[config.mk]
export PLATFORM = sky130hd
export DESIGN_NAME = rom_bw_port
export DESIGN_NICKNAME = d
export VERILOG_FILES = /design/src/rtl/rom_bw_pkg.sv /design/src/rtl/rom_addr_map.sv /design/src/rtl/rom_image.sv /design/src/rtl/rom_delay.sv /design/src/rtl/rom_lane_steer.sv /design/src/rtl/rom_bw_port.sv
export SDC_FILE = /design/constraint.sdc
export NUM_CORES = 1
export LEC_CHECK = 0
export CELL_PAD_IN_SITES_DETAIL_PLACEMENT = 1
export CELL_PAD_IN_SITES_GLOBAL_PLACEMENT = 1
export CORE_MARGIN = 2
export CORE_UTILIZATION = 42
export DETAILED_ROUTE_END_ITERATION = 12
export PLACE_DENSITY_LB_ADDON = 0.1
export SETUP_SLACK_MARGIN = 0.15
export SYNTH_ARGS = -nofsm -noshare
export SYNTH_HDL_FRONTEND = slang
export SYNTH_SLANG_ARGS = --single-unit
[constraint.sdc]
create_clock -name clk -period 1.55 [get_ports clk]
set_input_delay 0.31 -clock clk [delete_from_list [all_inputs] [get_ports clk]]
set_output_delay 0.31 -clock clk [all_outputs]
set_load 0.005 [all_outputs]
[src/rtl/rom_bw_pkg.sv]
`timescale 1ns/1ps
package rom_bw_pkg;
  typedef enum logic [1:0] {
    OE_ACT_HIGH = 2'd0,
    OE_ACT_LOW  = 2'd1,
    OE_IGNORE   = 2'd2
  } oe_pol_e;

  localparam int PIN_ADDR_W = 22;
  localparam int WORD_W     = 16;
  localparam int BYTE_W     = 8;
  localparam int LANE_W     = WORD_W - 1;

  // Image formula: low 16 bits of (a*40503 + seed) xor (a << 5)
  function automatic logic [WORD_W-1:0] image_word(input logic [31:0] a,
                                                    input logic [WORD_W-1:0] seed);
    logic [31:0] prod;
    logic [31:0] shf;
    prod = a * 32'd40503 + {16'h0000, seed};
    shf  = a << 5;
    return prod[WORD_W-1:0] ^ shf[WORD_W-1:0];
  endfunction
endpackage

[src/rtl/rom_addr_map.sv]
`timescale 1ns/1ps
module rom_addr_map #(
  parameter int IN_W = 22,
  parameter int AW   = 8
) (
  input  logic [IN_W-1:0] addr,
  input  logic            word_mode,
  input  logic            shared_in,
  output logic [AW-1:0]   word_idx,
  output logic            hi_byte
);
  // Upper pin bits beyond the array depth are dropped: locations alias.
  assign word_idx = addr[AW-1:0];
  // The shared pin is only an address bit in byte mode.
  assign hi_byte  = !word_mode && shared_in;
endmodule

[src/rtl/rom_image.sv]
`timescale 1ns/1ps
module rom_image
  import rom_bw_pkg::*;
#(
  parameter int          AW       = 8,
  parameter int          SB_W     = 2,
  parameter logic [15:0] IMG_SEED = 16'h1234
) (
  input  logic              clk,
  input  logic              rst_n,
  input  logic [AW-1:0]     word_idx,
  input  logic [SB_W-1:0]   sb_in,
  output logic [WORD_W-1:0] word_q,
  output logic [SB_W-1:0]   sb_q
);
  logic [WORD_W-1:0] word_d;

  always_comb begin
    word_d = image_word({{(32-AW){1'b0}}, word_idx}, IMG_SEED);
  end

  always_ff @(posedge clk or negedge rst_n) begin
    if (!rst_n) begin
      word_q <= '0;
      sb_q   <= '0;
    end else begin
      word_q <= word_d;
      sb_q   <= sb_in;
    end
  end
endmodule

[src/rtl/rom_delay.sv]
`timescale 1ns/1ps
module rom_delay #(
  parameter int W      = 18,
  parameter int STAGES = 2
) (
  input  logic         clk,
  input  logic         rst_n,
  input  logic [W-1:0] d,
  output logic [W-1:0] q
);
  generate
    if (STAGES == 0) begin : g_pass
      assign q = d;
    end else begin : g_pipe
      logic [W-1:0] pipe [STAGES];
      always_ff @(posedge clk or negedge rst_n) begin
        if (!rst_n) begin
          for (int i = 0; i < STAGES; i++) pipe[i] <= '0;
        end else begin
          pipe[0] <= d;
          for (int i = 1; i < STAGES; i++) pipe[i] <= pipe[i-1];
        end
      end
      assign q = pipe[STAGES-1];
    end
  endgenerate
endmodule

[src/rtl/rom_lane_steer.sv]
`timescale 1ns/1ps
module rom_lane_steer
  import rom_bw_pkg::*;
#(
  parameter oe_pol_e OE_POL = OE_ACT_LOW
) (
  input  logic [WORD_W-1:0] word_d,
  input  logic              word_mode_d,
  input  logic              hi_byte_d,
  input  logic              word_mode,
  input  logic              ce_n,
  input  logic              oe_in,
  output logic [LANE_W-1:0] data_out,
  output logic [LANE_W-1:0] data_oe,
  output logic              shared_out,
  output logic              shared_oe
);
  localparam int UP_W = LANE_W - BYTE_W;

  logic oe_ok;
  logic drive;
  logic [BYTE_W-1:0] low_lane;

  generate
    if (OE_POL == OE_ACT_HIGH) begin : g_oe_hi
      assign oe_ok = oe_in;
    end else if (OE_POL == OE_ACT_LOW) begin : g_oe_lo
      assign oe_ok = !oe_in;
    end else begin : g_oe_ig
      assign oe_ok = 1'b1;
    end
  endgenerate

  assign drive = !ce_n && oe_ok;

  always_comb begin
    if (word_mode_d)    low_lane = word_d[BYTE_W-1:0];
    else if (hi_byte_d) low_lane = word_d[WORD_W-1:BYTE_W];
    else                low_lane = word_d[BYTE_W-1:0];
  end

  assign data_out[BYTE_W-1:0]      = low_lane;
  assign data_out[LANE_W-1:BYTE_W] = word_mode_d ? word_d[LANE_W-1:BYTE_W] : '0;
  assign shared_out                = word_mode_d && word_d[WORD_W-1];

  // Enables follow the live mode so the shared pin releases at once.
  assign data_oe[BYTE_W-1:0]      = {BYTE_W{drive}};
  assign data_oe[LANE_W-1:BYTE_W] = {UP_W{drive && word_mode}};
  assign shared_oe                = drive && word_mode;
endmodule

[src/rtl/rom_bw_port.sv]
`timescale 1ns/1ps
module rom_bw_port
  import rom_bw_pkg::*;
#(
  parameter int          DEPTH    = 256,
  parameter int          LATENCY  = 3,
  parameter oe_pol_e     OE_POL   = OE_ACT_LOW,
  parameter logic [15:0] IMG_SEED = 16'h1234
) (
  input  logic                  clk,
  input  logic                  rst_n,
  input  logic [PIN_ADDR_W-1:0] addr,
  input  logic                  word_mode,
  input  logic                  ce_n,
  input  logic                  oe_in,
  input  logic                  shared_in,
  output logic [LANE_W-1:0]     data_out,
  output logic [LANE_W-1:0]     data_oe,
  output logic                  shared_out,
  output logic                  shared_oe
);
  localparam int AW     = (DEPTH > 1) ? $clog2(DEPTH) : 1;
  localparam int SB_W   = 2;
  localparam int PIPE_W = WORD_W + SB_W;
  localparam int EXTRA  = (LATENCY > 1) ? LATENCY - 1 : 0;

  logic [AW-1:0]     word_idx;
  logic              hi_byte;
  logic [WORD_W-1:0] word_q;
  logic [SB_W-1:0]   sb_q;
  logic [PIPE_W-1:0] pipe_out;

  rom_addr_map #(.IN_W(PIN_ADDR_W), .AW(AW)) u_map (
    .addr(addr), .word_mode(word_mode), .shared_in(shared_in),
    .word_idx(word_idx), .hi_byte(hi_byte)
  );

  rom_image #(.AW(AW), .SB_W(SB_W), .IMG_SEED(IMG_SEED)) u_img (
    .clk(clk), .rst_n(rst_n), .word_idx(word_idx),
    .sb_in({word_mode, hi_byte}), .word_q(word_q), .sb_q(sb_q)
  );

  rom_delay #(.W(PIPE_W), .STAGES(EXTRA)) u_dly (
    .clk(clk), .rst_n(rst_n), .d({sb_q, word_q}), .q(pipe_out)
  );

  rom_lane_steer #(.OE_POL(OE_POL)) u_steer (
    .word_d(pipe_out[WORD_W-1:0]),
    .word_mode_d(pipe_out[PIPE_W-1]),
    .hi_byte_d(pipe_out[PIPE_W-2]),
    .word_mode(word_mode), .ce_n(ce_n), .oe_in(oe_in),
    .data_out(data_out), .data_oe(data_oe),
    .shared_out(shared_out), .shared_oe(shared_oe)
  );
endmodule

# Yosys cells after proc, flatten, opt, wreduce, memory -nomap -nowiden
# Index checks and enable logic that the tools add are counted.
totals:
  register_bits: 54
  input_bits: 28
  out_inout_bits: 32
  wordCells: 17
classes:
  n_addsub: 1
  n_mul: 1
  n_mux: 3
  n_bitwise: 1
  n_reduce_logical: 7
op_table:
  columns: ["cell", "count"]
  rows:
  - ["adder 16 x 13 -> 16 bit, second input constant", 1]
  - ["multiplier 8 x 16 -> 16 bit, second input constant", 1]
  - ["2-to-1 mux 8 bit", 2]
  - ["bitwise XOR 16 x 13 -> 16 bit", 1]
  - ["2-to-1 mux 7 bit", 1]
  - ["logical AND 1 bit", 4]
  - ["logical NOT 1 bit", 3]

# Longest topological paths before layout
logic_depth:
  word_depth: 3
  ltp_mapped: 15

# By module
# Synthesis repeated with hierarchy kept, for this count alone.
unflattened:
  cells_unflattened: 311
  area_unflattened_um2: 3646.0
by_module_without_submodules:
  columns: ["module", "n_inst", "cells_per_inst", "area_per_inst_um2", "seq_area_each_um2"]
  rows:
  - ["rom_image", 1, 213, 2213.4, 450.4]
  - ["rom_delay", 1, 54, 1036.0, 900.9]
  - ["rom_lane_steer", 1, 35, 322.8, 0.0]
  - ["rom_addr_map", 1, 9, 73.8, 0.0]

# Worst setup path before layout
# OpenSTA, ideal clock, no wires.
synth_path:
  kind: "input to register"
  start: "input addr[5]"
  end: "register u_img.word_q[13]"
  setup_ns: 0.073
  t_arrival_ns: 3.685
  setup_slack_ns: -2.207
  stages: 14
  cell_sequence: "inv_1 fa_1 fa_1 inv_1 fa_1 inv_1 fa_1 inv_1 ha_1 a21o_1 a21oi_2 a21oi_1 nor4_1 nand4bb_1"
synth_between:
  elab_chain_len: 3
synth_lines:
  columns: ["element", "line", "source"]
  rows:
  - ["start, declared", "rom_bw_port.sv:12", "input logic [PIN_ADDR_W-1:0] addr,"]
  - ["multiplier 8 x 16 -> 16 bit", "rom_bw_pkg.sv:19", "prod = a * 32'd40503 + {16'h0000, seed};"]
  - ["adder 16 x 13 -> 16 bit", "rom_bw_pkg.sv:19", null]
  - ["bitwise XOR 16 x 13 -> 16 bit", "rom_bw_pkg.sv:21", "return prod[WORD_W-1:0] ^ shf[WORD_W-1:0];"]
  - ["via u_img.word_d[13]", "rom_image.sv:16", "logic [WORD_W-1:0] word_d;"]
  - ["end signal, assigned", "rom_image.sv:27", "word_q <= word_d;"]
  - ["end, declared", "rom_image.sv:13", "output logic [WORD_W-1:0] word_q,"]
# The timed path passes the listed nets, and every way through them passes these cells.

# Worst setup path in the final report
layout_path:
  start: "input addr[5]"
  end: "register u_img.word_q[15]"
# Same word-level chain as after synthesis.

==> run metrics <==
result of the run=complete, but fails checks; violations in the final reports=setup timing; worst slew margin relative to its limit=0.782; filler cell count in the final layout=797; peak supply drop=0.619 mV; Hold WC Path Type=in2reg; post-synthesis share of cell area spent on full adders, half adders and majority gates=0.308; minimum period implied by the final worst setup slack=3490 ps; minimum setup slack among reg-to-reg paths=1060 ps; Total Negative Setup Slacks=-21,600 ps; leakage power=2.53 nW; element type at the critical path end=flop; wire length per cell after detailed routing=16.8 um; number of buffers inserted by port buffering=45; half-perimeter wire length of the detailed placement result=about 6000 um; peak per-stage delay on the critical path=520 ps; fraction of layout cells with a size suffix above 1=0.500; count of flip-flops with a built-in enable after synthesis=0; die area=8860 um^2; count of inserted antenna diode cells=0; clock root buffer master=sky130_fd_sc_hd__clkbuf_8; critical path fanouts, max=3; number of antenna violations at the first check in global routing=0; count of cell types in the netlist=32; CTS tree=built; number of setup violations in the final report=25; placeable core region=7810 um^2; Synth warnings=0; worst endpoint required time=1720 ps; global-route wire length before repair=12,700 um; Clock Tree Buf Depth=2; ranking of synthesized cells by instance count=57 x sky130_fd_sc_hd__inv_1, 54 x sky130_fd_sc_hd__dfrtp_1, 36 x sky130_fd_sc_hd__ha_1, 30 x sky130_fd_sc_hd__fa_1, 17 x sky130_fd_sc_hd__xnor2_1; dominant combinational cell family by area after synthesis=adder cells; post-synthesis cell type with the largest combined area=sky130_fd_sc_hd__dfrtp_1; post-synthesis share of cell area spent on and, or, nand and nor gates=0.0638; timing startpoint of the critical path=addr[5]; maximum number of pins on one net before global-route repair=55; dominant synthesized flop cell=sky130_fd_sc_hd__dfrtp_1; antenna-violating nets left=0; most used standard cell by instance count after synthesis=sky130_fd_sc_hd__inv_1; cell depth of the worst flop-to-flop path=0; multiplexer area fraction after synthesis=0.0264; CP max stage cell=sky130_fd_sc_hd__fa_1; total I/O pin count=60; leading post-synthesis cells by cell area=sky130_fd_sc_hd__dfrtp_1 40%, sky130_fd_sc_hd__fa_1 18%, sky130_fd_sc_hd__ha_1 13%, sky130_fd_sc_hd__inv_1 6.3%, sky130_fd_sc_hd__xnor2_1 4.4%; via count normalized by instance count=4.63; Worst setup endpoint=u_img.word_q[15]; transition time at the pin with the least slew margin=between 300 and 400 ps; startpoint type of the worst setup path=input port; XOR/XNOR share of the synthesized area=0.0565; final layout net count=between 500 and 600; layout-stage area growth over the synthesis result=52.6%; core utilization of the finished layout=0.667; total iterations of the first detailed-routing run=4; number of violations reported at the end of detailed-routing iteration 0=25; number of vias after detailed routing=2,378; residual overflow from global routing=0; start of the worst register-to-register path=u_dly.g_pipe.pipe[21]; post-synthesis compound-gate area fraction=0.0491; final estimated routing congestion in global placement=between 0.8 and 0.9; overall track demand over capacity in global routing=0.190; Chip Width=between 90 and 100 um; number of pins with negative max-slew slack in the final report=0; data arrival at the endpoint of the critical path=3660 ps; RSZ-0062 raised after global routing=yes; Highest Clock Rate=287 MHz; # H-tree levels=2; row cnt=32; Area after DPL=~4400 um^2; Mapped Nets=about 380; final setup skew=between 7 and 8 ps; number of global-route vias before repair=2,649; number of buffers inserted during clock tree synthesis=5; critical path class=in2reg; power per unit of standard cell area=1740 nW/um^2; sequential-to-total area share from yosys stat=0.396; worst setup slack after layout=-1940 ps; Die Y-Extent=94.1 um; share of the cycle needed by the critical path after routing=2.25; Critical Path, Cell by Cell=buf_8 > inv_4 > fa_2 > fa_1 > inv_1 > fa_1 > inv_1 > fa_1 > inv_2 > ha_4 > a21o_1 > a21oi_2 > a21boi_2 > o41ai_2 > xnor2_1; # Max-Cap Violations=0; summed instance area of the synthesized netlist=3410 um^2; share of flip-flops with an asynchronous set or reset after synthesis=1.00; endpoints failing hold=0; share of the synthesized area in the top cell type=0.396; mean post-synth cell area=11.8 um^2; clock net sink count=54; post-route cell area=5210 um^2; Clk Latency, worst-skew pair=approximately 300 ps; Post-Syn Instances=289; # DRC=0; flip-flop and latch count after synthesis=54; clock-pin slew on the worst setup and hold paths=90 ps; starting utilization of the core area=0.437; cell repeated most along the worst path=sky130_fd_sc_hd__fa_1; terminus of the critical flop-to-flop path=u_dly.q[3]; Routed Wire Length=8630 um
-- routing by layer --
| metal | global-route usage | up-vias | share of wire |
|---|---|---|---|
| met3 | 0.0185 | 5 | 0.024 |
| met1 | 0.200 | 1214 | 0.36 |
| li1 | - | 1125 | - |
| met5 | 0 | - | 0 |
| met4 | 0.0556 | 0 | 0.0068 |
| met2 | 0.390 | 34 | 0.61 |
-- worst max-delay path: cells and delay by family --
| family | cells | cell delay, ps |
|---|---|---|
| XOR/XNOR | 1 | 150 |
| AO/OA/AOI/OAI | 4 | 700 |
| adder cells (fa/ha/maj) | 5 | 2190 |
| buffers and inverters | 5 | 310 |
-- logic make-up after synthesis --
family / Yosys count
AOI/OAI and AO/OA: 24
xor gates and xnor gates: 22
adders and majority gates: 66
buffers and inverters: 75
DFF: 54
muxes: 8
and+or+nand+nor: 40
-- how the worst min path moves through the flow --
stage                         start                     to  slack, ps  cells past startpoint
after detailed placement      rst_n             u_dly.q[5]        320                      2
after global placement        rst_n             u_dly.q[5]        320                      2
after floorplan               rst_n  u_dly.g_pipe.pipe[18]         10                      0
after CTS                 word_mode          u_img.sb_q[1]        200                      2
after global routing      word_mode          u_img.sb_q[1]        210                      2
final                     word_mode          u_img.sb_q[1]        210                      2
-- area by class of cell --
class / instances / area, um^2 / area share
Multi-Input combinational cell: 160 / 2170 / 0.417
Sequential cell: 54 / 1350 / 0.260
Timing Repair Buffer: 133 / 1230 / 0.236
Inverter: 57 / 239 / 0.0459
Tap cell: 102 / 128 / 0.0245
Clock buffer: 6 / 72.6 / 0.0139
Clock inverter: 2 / 13.8 / 0.00264
-- per-stage QoR --
step | worst slack [ps] | hold slack, ps | power (mW) | std cells
after CTS | -1890 | 201 | 7.96 | 504
after global routing | -2090 | 207 | 9.74 | 514
after floorplan | -2110 | 14.4 | 4.82 | 289
final | -1940 | 211 | 9.06 | 514
after global placement | -2750 | 316 | 6.37 | 471
after detailed placement | -2850 | 321 | 6.56 | 471
-- flip-flops by register name, summed over array words and instances (netlist names) --
register	count
u_dly.q	18
u_img.sb_q	2
u_img.word_q	16
u_dly.g_pipe.pipe	18
-- cells in the final DEF (no fill, tap or decap), drive strengths merged --
| cell type | Yosys | layout |
|---|---|---|
| clkbuf | 0 | 7 |
| o21ai | 5 | 5 |
| o41ai | 1 | 1 |
| xnor2 | 17 | 17 |
| nor3 | 1 | 1 |
| dfrtp | 54 | 54 |
| o21bai | 1 | 1 |
| nand3 | 1 | 1 |
| clkinv | 0 | 2 |
| fa | 30 | 30 |
| a21o | 2 | 2 |
| nor2b | 5 | 5 |
| a21boi | 2 | 2 |
| o211ai | 2 | 2 |
| o22a | 1 | 1 |
| a311oi | 1 | 1 |
| buf | 18 | 115 |
| dlygate4sd2 | 0 | 15 |
| xor2 | 5 | 5 |
| a211o | 1 | 1 |
| clkdlybuf4s50 | 0 | 1 |
| and2 | 10 | 10 |
| mux2 | 8 | 8 |
| nand2b | 5 | 5 |
| dlygate4sd3 | 0 | 1 |
| ha | 36 | 36 |
| inv | 57 | 57 |
| a21oi | 8 | 8 |
| nand4b | 1 | 1 |
| nor2 | 7 | 7 |
| nand2 | 8 | 8 |
| nand4bb | 1 | 1 |
| nor4 | 1 | 1 |
-- report_power, final --
| group | internal [mW] | leakage, nW | switching [mW] |
|---|---|---|---|
| combinational | 3.34 | 1.86 | 2.81 |
| sequential | 2.00 | 0.630 | 0.191 |
| clock | 0.319 | 0.0452 | 0.404 |
-- timing repair --
| action | 4_1_cts | 5_1_grt |
|---|---|---|
| hold endpoints to repair | 44 | 0 |
| pin swaps | 48 | 26 |
| endpoints found under the setup margin | 46 | 31 |
| buffers inserted | 24 | 10 |
| gates resized for setup | 209 | 53 |
| hold buffers | 1 | 0 |
No activity file was read; power rests on OpenSTA's default activity.
